[config.mk]
export PLATFORM = sky130hd
export DESIGN_NAME = modtmr_top
export DESIGN_NICKNAME = d
export VERILOG_FILES = /design/src/rtl/modtmr_pkg.sv /design/src/rtl/modtmr_count.sv /design/src/rtl/modtmr_flag.sv /design/src/rtl/modtmr_regs.sv /design/src/rtl/modtmr_top.sv
export SDC_FILE = /design/constraint.sdc
export NUM_CORES = 1
export LEC_CHECK = 0
export BUFFER_PORTS_ARGS = -buffer_cell sky130_fd_sc_hd__buf_2
export CAP_MARGIN = 20
export CORE_ASPECT_RATIO = 0.5
export CORE_MARGIN = 8
export CORE_UTILIZATION = 41
export DETAILED_ROUTE_END_ITERATION = 10
export GPL_TIMING_DRIVEN = 0
export PLACE_DENSITY = 0.59
export RECOVER_POWER = 50
export SLEW_MARGIN = 20
export SYNTH_ARGS = -nofsm -noshare
export SYNTH_HDL_FRONTEND = slang
export SYNTH_HIERARCHICAL = 1
export SYNTH_SLANG_ARGS = --single-unit
[constraint.sdc]
create_clock -name clk -period 2.1 [get_ports clk]
set_clock_uncertainty 0.05 [all_clocks]
set_input_delay 0.315 -clock clk [delete_from_list [all_inputs] [get_ports clk]]
set_output_delay 0.315 -clock clk [all_outputs]
set_load 0.005 [all_outputs]
[src/rtl/modtmr_pkg.sv]
package modtmr_pkg;
  localparam int DATA_W = 8;
  localparam logic [1:0] ADDR_CTRL = 2'd0;
  localparam logic [1:0] ADDR_CNT  = 2'd1;
  localparam logic [1:0] ADDR_MOD  = 2'd2;
  localparam int BIT_FLAG = 7;
  localparam int BIT_IE   = 6;
  localparam int BIT_STB  = 5;
  localparam int BIT_STOP = 4;
  localparam logic [DATA_W-1:0] CTRL_RESET = 8'h10;
endpackage

[src/rtl/modtmr_count.sv]
module modtmr_count #(
  parameter int CNT_W = 8
) (
  input  logic             clk,
  input  logic             rst_n,
  input  logic             adv,
  input  logic             clr,
  input  logic [CNT_W-1:0] modv,
  output logic [CNT_W-1:0] cnt_q,
  output logic             wrap
);
  logic at_top;

  assign at_top = (cnt_q == modv);
  // A wrap is reported even when a clear lands in the same cycle, so overflow wins.
  assign wrap = adv && at_top;

  always_ff @(posedge clk) begin
    if (!rst_n)      cnt_q <= '0;
    else if (clr)    cnt_q <= '0;
    else if (adv)    cnt_q <= at_top ? '0 : cnt_q + 1'b1;
  end
endmodule

[src/rtl/modtmr_flag.sv]
module modtmr_flag (
  input  logic clk,
  input  logic rst_n,
  input  logic ovf,
  input  logic rd_ctrl,
  input  logic wr_ctrl,
  input  logic wr_flag_bit,
  input  logic hard_clr,
  output logic flag_q,
  output logic arm_q
);
  logic soft_clr;

  assign soft_clr = wr_ctrl && arm_q && !wr_flag_bit;

  always_ff @(posedge clk) begin
    if (!rst_n)                    flag_q <= 1'b0;
    else if (ovf)                  flag_q <= 1'b1;
    else if (hard_clr || soft_clr) flag_q <= 1'b0;
  end

  // Arming is consumed by any control write and lost on a new overflow or hard clear.
  always_ff @(posedge clk) begin
    if (!rst_n)                             arm_q <= 1'b0;
    else if (ovf || wr_ctrl || hard_clr)    arm_q <= 1'b0;
    else if (rd_ctrl && flag_q)             arm_q <= 1'b1;
  end
endmodule

[src/rtl/modtmr_regs.sv]
module modtmr_regs
  import modtmr_pkg::*;
#(
  parameter int CNT_W = 8
) (
  input  logic              clk,
  input  logic              rst_n,
  input  logic [1:0]        addr,
  input  logic              wr,
  input  logic              rd,
  input  logic [DATA_W-1:0] wdata,
  input  logic [CNT_W-1:0]  cnt,
  input  logic              flag,
  output logic              ie_q,
  output logic              stop_q,
  output logic [CNT_W-1:0]  mod_q,
  output logic              wr_ctrl,
  output logic              strobe,
  output logic              mod_wr,
  output logic              cnt_wr,
  output logic [DATA_W-1:0] rdata
);
  logic [DATA_W-1:0] ctrl_view;
  logic [DATA_W-1:0] mux;

  assign wr_ctrl = wr && (addr == ADDR_CTRL);
  assign mod_wr  = wr && (addr == ADDR_MOD);
  assign cnt_wr  = wr && (addr == ADDR_CNT);
  assign strobe  = wr_ctrl && wdata[BIT_STB];

  always_ff @(posedge clk) begin
    if (!rst_n) begin
      ie_q   <= CTRL_RESET[BIT_IE];
      stop_q <= CTRL_RESET[BIT_STOP];
    end else if (wr_ctrl) begin
      ie_q   <= wdata[BIT_IE];
      stop_q <= wdata[BIT_STOP];
    end
  end

  always_ff @(posedge clk) begin
    if (!rst_n)      mod_q <= '0;
    else if (mod_wr) mod_q <= wdata[CNT_W-1:0];
  end

  always_comb begin
    ctrl_view           = '0;
    ctrl_view[BIT_FLAG] = flag;
    ctrl_view[BIT_IE]   = ie_q;
    ctrl_view[BIT_STOP] = stop_q;
  end

  always_comb begin
    mux = '0;
    unique case (addr)
      ADDR_CTRL: mux = ctrl_view;
      ADDR_CNT:  mux[CNT_W-1:0] = cnt;
      ADDR_MOD:  mux[CNT_W-1:0] = mod_q;
      default:   mux = '0;
    endcase
  end

  assign rdata = rd ? mux : '0;
endmodule

[src/rtl/modtmr_top.sv]
module modtmr_top
  import modtmr_pkg::*;
#(
  parameter int CNT_W = 8
) (
  input  logic              clk,
  input  logic              rst_n,
  input  logic              tick_i,
  input  logic [1:0]        bus_addr,
  input  logic              bus_wr,
  input  logic [DATA_W-1:0] bus_wdata,
  input  logic              bus_rd,
  output logic [DATA_W-1:0] bus_rdata,
  output logic              irq_o
);
  logic [CNT_W-1:0] cnt_q;
  logic [CNT_W-1:0] mod_q;
  logic ie_q, stop_q, flag_q, arm_q;
  logic wr_ctrl, strobe, mod_wr, cnt_wr;
  logic adv, cnt_clr, ovf_evt, rd_ctrl;

  assign adv     = tick_i && !stop_q;
  assign cnt_clr = strobe || mod_wr || cnt_wr;
  assign rd_ctrl = bus_rd && (bus_addr == ADDR_CTRL);

  modtmr_regs #(.CNT_W(CNT_W)) regs_i (
    .clk(clk), .rst_n(rst_n), .addr(bus_addr), .wr(bus_wr), .rd(bus_rd),
    .wdata(bus_wdata), .cnt(cnt_q), .flag(flag_q), .ie_q(ie_q),
    .stop_q(stop_q), .mod_q(mod_q), .wr_ctrl(wr_ctrl), .strobe(strobe),
    .mod_wr(mod_wr), .cnt_wr(cnt_wr), .rdata(bus_rdata)
  );

  modtmr_count #(.CNT_W(CNT_W)) count_i (
    .clk(clk), .rst_n(rst_n), .adv(adv), .clr(cnt_clr), .modv(mod_q),
    .cnt_q(cnt_q), .wrap(ovf_evt)
  );

  modtmr_flag flag_i (
    .clk(clk), .rst_n(rst_n), .ovf(ovf_evt), .rd_ctrl(rd_ctrl),
    .wr_ctrl(wr_ctrl), .wr_flag_bit(bus_wdata[BIT_FLAG]),
    .hard_clr(strobe || mod_wr), .flag_q(flag_q), .arm_q(arm_q)
  );

  assign irq_o = ie_q && flag_q;
endmodule

Word level (Yosys, flattened, before mapping). Index checks and enable logic that the tools add are counted.

Logic and storage cells: 38. Register bits after elaboration: 20. Bits of input ports: 15.

Eq/ne operators: 3. Reduce and logical (&&, ||, !) cells: 22. Bitwise logic cells: 1. Multiplexer cells: 5. Add/subtract/negate cells: 1.

Operators with widths (count): case mux 8 bit (3 select lines) (1); 2-to-1 mux 8 bit (2); logical AND 1 bit (11); adder 8 x 1 -> 8 bit (second input constant) (1); == test 8 bit (1); logical OR 1 bit (5); OR reduction 2 bit (2); == test 2 x 1 -> 1 bit (second input constant) (1); == test 2 bit (second input constant) (1); zero test 1 bit (2); zero test 2 bit (1); 2-to-1 mux 1 bit (2); nonzero test 2 bit (1); NOT 1 bit (1).

Longest topological paths before layout.
Depth in word-level cells: 7. Mapped depth: 8.

Modules after synthesis. Netlist, hierarchy kept.

Modules (own cells, without submodules): modtmr_regs (seq. area each 200.2 µm², area an instance 648.1 µm², cells an instance 73, instances 1); modtmr_count (seq. area each 160.2 µm², area an instance 445.4 µm², cells an instance 49, instances 1); modtmr_flag (seq. area each 40.0 µm², area an instance 88.8 µm², cells an instance 9, instances 1); modtmr_top (seq. area each 0.0 µm², area an instance 32.5 µm², cells an instance 5, instances 1).

Least setup slack after synthesis. Ideal clock, no wire load.

Kind: input-to-reg. From: input bus_addr[1]. To: register count_i.cnt_q[0]. Slack: 0.435 ns. Cell stages on the path: 8. Data arrival time: 1.550 ns. Path through: buf_4 -> and3b_1 -> buf_6 -> buf_12 -> or3_1 -> inv_1 -> o311ai_4 -> nor2_1.

Elaborated cells between the ends (all ways): 10.

RTL lines: from (decl) (line modtmr_top.sv:9) `input logic [1:0] bus_addr,`; == test 2 bit (line modtmr_regs.sv:27) `assign mod_wr = wr && (addr == ADDR_MOD);`; logical AND 1 bit (line modtmr_regs.sv:27); via mod_wr (line modtmr_top.sv:19) `logic wr_ctrl, strobe, mod_wr, cnt_wr;`; logical OR 1 bit (2 in a row) (line modtmr_top.sv:23) `assign cnt_clr = strobe || mod_wr || cnt_wr;`; via cnt_clr (line modtmr_top.sv:20) `logic adv, cnt_clr, ovf_evt, rd_ctrl;`; OR reduction 2 bit (no line); to (signal assigned) (line modtmr_count.sv:21) `else if (adv) cnt_q <= at_top ? '0 : cnt_q + 1'b1;`; to (decl) (line modtmr_count.sv:9) `output logic [CNT_W-1:0] cnt_q,`.

The timed path passes the listed nets, and every way through them passes these cells. A chain may end at the register's enable or synchronous reset.

Worst setup path in the final report.
From: input bus_addr[1]. To: register count_i.cnt_q[2].

Same word-level chain as after synthesis.

==> metrics <==
asr flop ratio synth=0; Clock Sinks=20; Hold Vio Cnt, Final=0; top cells by count, synth=20 x dfxtp_1, 15 x nand2_1, 11 x xnor2_1, 9 x nand3_1, 9 x nor2_1; postcts setup bufs=0; top cell type's share of synthesized area=0.3296; diode count=0; core box area=2908 sq um; Synth Instances=136; PwrDens=535.4 nW/um^2; first-pass GRT wire length=4.857 mm; drc violations=0; hold path endpoint=regs_i/mod_q[0]$_SDFFE_PN0P_; Distinct cells, synth=37; Placed Instances=199; crit path kind=in2reg; cell taking the most area after synthesis=dfxtp_1; Port Buf Inserts=23; RSZ-0062 raised after global routing=no; most frequent cell after synthesis=dfxtp_1; r2r endpoint=count_i/cnt_q[2]$_SDFFE_PP0P_; GPL Wtd Cong=0.7865; P_leak=0.5231 nW; hold bufs inserted after CTS=0; initial cell density of the core=0.4178; FP Rows=14; period utilisation layout=0.8457; Layout Cells excl Fill=202; Yosys reg bits=20; Crit Reg-Reg Startpoint=regs_i/stop_q$_SDFFE_PN1P_; Max Cap Violations=0; DIE AREA=5067 sq um; post-cts resize count=0; layout cells sized above 1=0.2407; HPWL after detailed placement=2.149 mm; CTS tree=done; largest net degree at the start of global routing=12; Critical Path AT=1.92 ns; Worst Reg-to-Reg Cells=5; Worst Min Path Start=bus_wdata[0]; Clock Latency Late Sink=0.26 ns; placed cell area=1380 sq um; CTS H-tree depth=1; post-synthesis cell area=1215 sq um; synthesized net count=152; yosys warns=6; post-route minimum period=1.776 ns; CTS Buffer Depth=2; post-synthesis sequential area ratio=0.3296; measured slew at the worst slew-check pin=0.4558 ns; peak fanout along the critical path=11; grt ovf=0; hold slack=0.2295 ns; final setup vio count=0; die span in x=92.99 um; vias=1018; initial antenna violation count=0; R2R Setup Slk=0.53 ns; fin. max-slew vios=0; Top-Level Pins=24; Worst setup SP type=input port; vias in the first global route=1038; Routed WL per cell=13.67 um; Setup TNS=0 ns; total track usage=0.1194; Mean Syn Cell Area=8.933 sq um; Area growth, synth to finish=14.21%; Reg clk slew, reported paths=0.07 ns; Initial DRC Count=92; Routed Antenna Nets=0; DR pass1 iterations=4; total routed wirelength=2.761 mm; Synth area leaders=dfxtp_1 33%, xnor2_1 7.9%, o21ai_2 5.8%; status=finished, final reports clean; Main synth FF type=dfxtp_1; min-delay worst type=in2reg; Finished Cell Area=1388 sq um; Achievable Freq=0.5631 GHz; CP endpoint kind=register; number of synthesized flops with an enable pin=0; headroom to the max-slew limit=0.6954; Hold Crit Depth=3; Die Height=54.49 um; Root Buffer=clkbuf_8; WP data required=2.24 ns; Worst VDD drop=183.9 uV; Net count, final=180; vias per cell=5.040; CTS buffer count=3
-- stage by stage --
stage / total power [mW] / util / setup slack (ns)
2_1_floorplan: 0.4705 / - / 0.4352
3_3_place_gp: 0.5037 / 0.4746 / 0.2115
3_5_place_dp: 0.5050 / 0.4746 / 0.1942
4_1_cts: 0.7548 / 0.4888 / 0.4667
5_1_grt: 0.7835 / 0.4772 / 0.1932
6_report: 0.7430 / 0.4772 / 0.3240
-- flip-flops by register name (all words and copies together), names as in the netlist --
| name | count |
|---|---|
| count_i/cnt_q | 8 |
| regs_i/mod_q | 8 |
| flag_i/arm_q | 1 |
| flag_i/flag_q | 1 |
| regs_i/ie_q | 1 |
| regs_i/stop_q | 1 |
-- where the power goes --
group | total [mW] | internal (mW) | switching, mW
clock network | 0.252 | 0.128 | 0.124
logic | 0.0974 | 0.0449 | 0.0526
registers | 0.394 | 0.386 | 0.00734
total | 0.743 | 0.559 | 0.184
-- layout make-up --
type | count | area [sq um]
clock buffer | 3 | 41.29
tap | 40 | 50.05
multi-input combinational | 108 | 723.2
timing repair buffer | 23 | 113.9
buffer | 7 | 55.05
inverter | 1 | 3.754
fill | 313 | 1520
sequential | 20 | 400.4
-- critical path: stages --
cell	delay (ns)
buf_2	0.10
buf_4	0.17
and3b_1	0.16
clkbuf_1	0.22
buf_12	0.21
or3_1	0.33
inv_1	0.10
o311ai_4	0.16
nor2_1	0.13
-- per-layer routing --
| layer | track usage | up-vias | routed length (um) |
|---|---|---|---|
| met3 | 0.03694 | 4 | 211 |
| met1 | 0.1562 | 460 | 1418 |
| met5 | 0 | - | 0 |
| met4 | 0.02375 | 0 | 34 |
| met2 | 0.1928 | 32 | 1097 |
| li1 | - | 522 | - |
-- logic make-up (layout without fill, tap and decap cells) --
logic type               Yosys count  in the layout  synth area share
AND/OR/NAND/NOR                   67             67            0.3172
flip-flops                        20             20            0.3296
buffers and inverters              8             34           0.05870
adder cells (fa/ha/maj)            1              1           0.01030
XOR/XNOR                          15             15            0.1081
multiplexers                       5              5           0.04120
AO/OA/AOI/OAI                     20             20            0.1349
-- how the worst max path moves through the flow --
| stage | slack [ns] | cells after the start | from | to |
|---|---|---|---|---|
| after floorplan | 0.44 | 8 | bus_addr[1] | count_i/cnt_q[0]$_SDFFE_PP0P_ |
| after global placement | 0.21 | 9 | bus_addr[1] | count_i/cnt_q[0]$_SDFFE_PP0P_ |
| after detailed placement | 0.19 | 9 | bus_addr[1] | count_i/cnt_q[0]$_SDFFE_PP0P_ |
| after CTS | 0.47 | 9 | bus_addr[1] | count_i/cnt_q[0]$_SDFFE_PP0P_ |
| after global routing | 0.19 | 9 | bus_addr[1] | count_i/cnt_q[4]$_SDFFE_PP0P_ |
| final | 0.32 | 9 | bus_addr[1] | count_i/cnt_q[2]$_SDFFE_PP0P_ |
-- cell usage in the layout (no fill, tap or decap), types with 3 or more instances in the layout --
| cell | synthesis | layout |
|---|---|---|
| o21ai_2 | 8 | 4 |
| xnor2_1 | 11 | 11 |
| buf_2 | 1 | 23 |
| mux2i_1 | 5 | 5 |
| and2_1 | 6 | 4 |
| clkbuf_8 | 0 | 3 |
| nand4_1 | 4 | 4 |
| dfxtp_1 | 20 | 20 |
| nand3b_1 | 4 | 4 |
| xor2_1 | 4 | 4 |
| a22oi_1 | 5 | 5 |
| nand2_1 | 15 | 15 |
| clkbuf_1 | 0 | 4 |
| nor2_1 | 9 | 9 |
| nor2b_1 | 6 | 6 |
| nand3_1 | 9 | 10 |
| o21ai_0 | 4 | 8 |
Power figures use the tool's default switching activity.
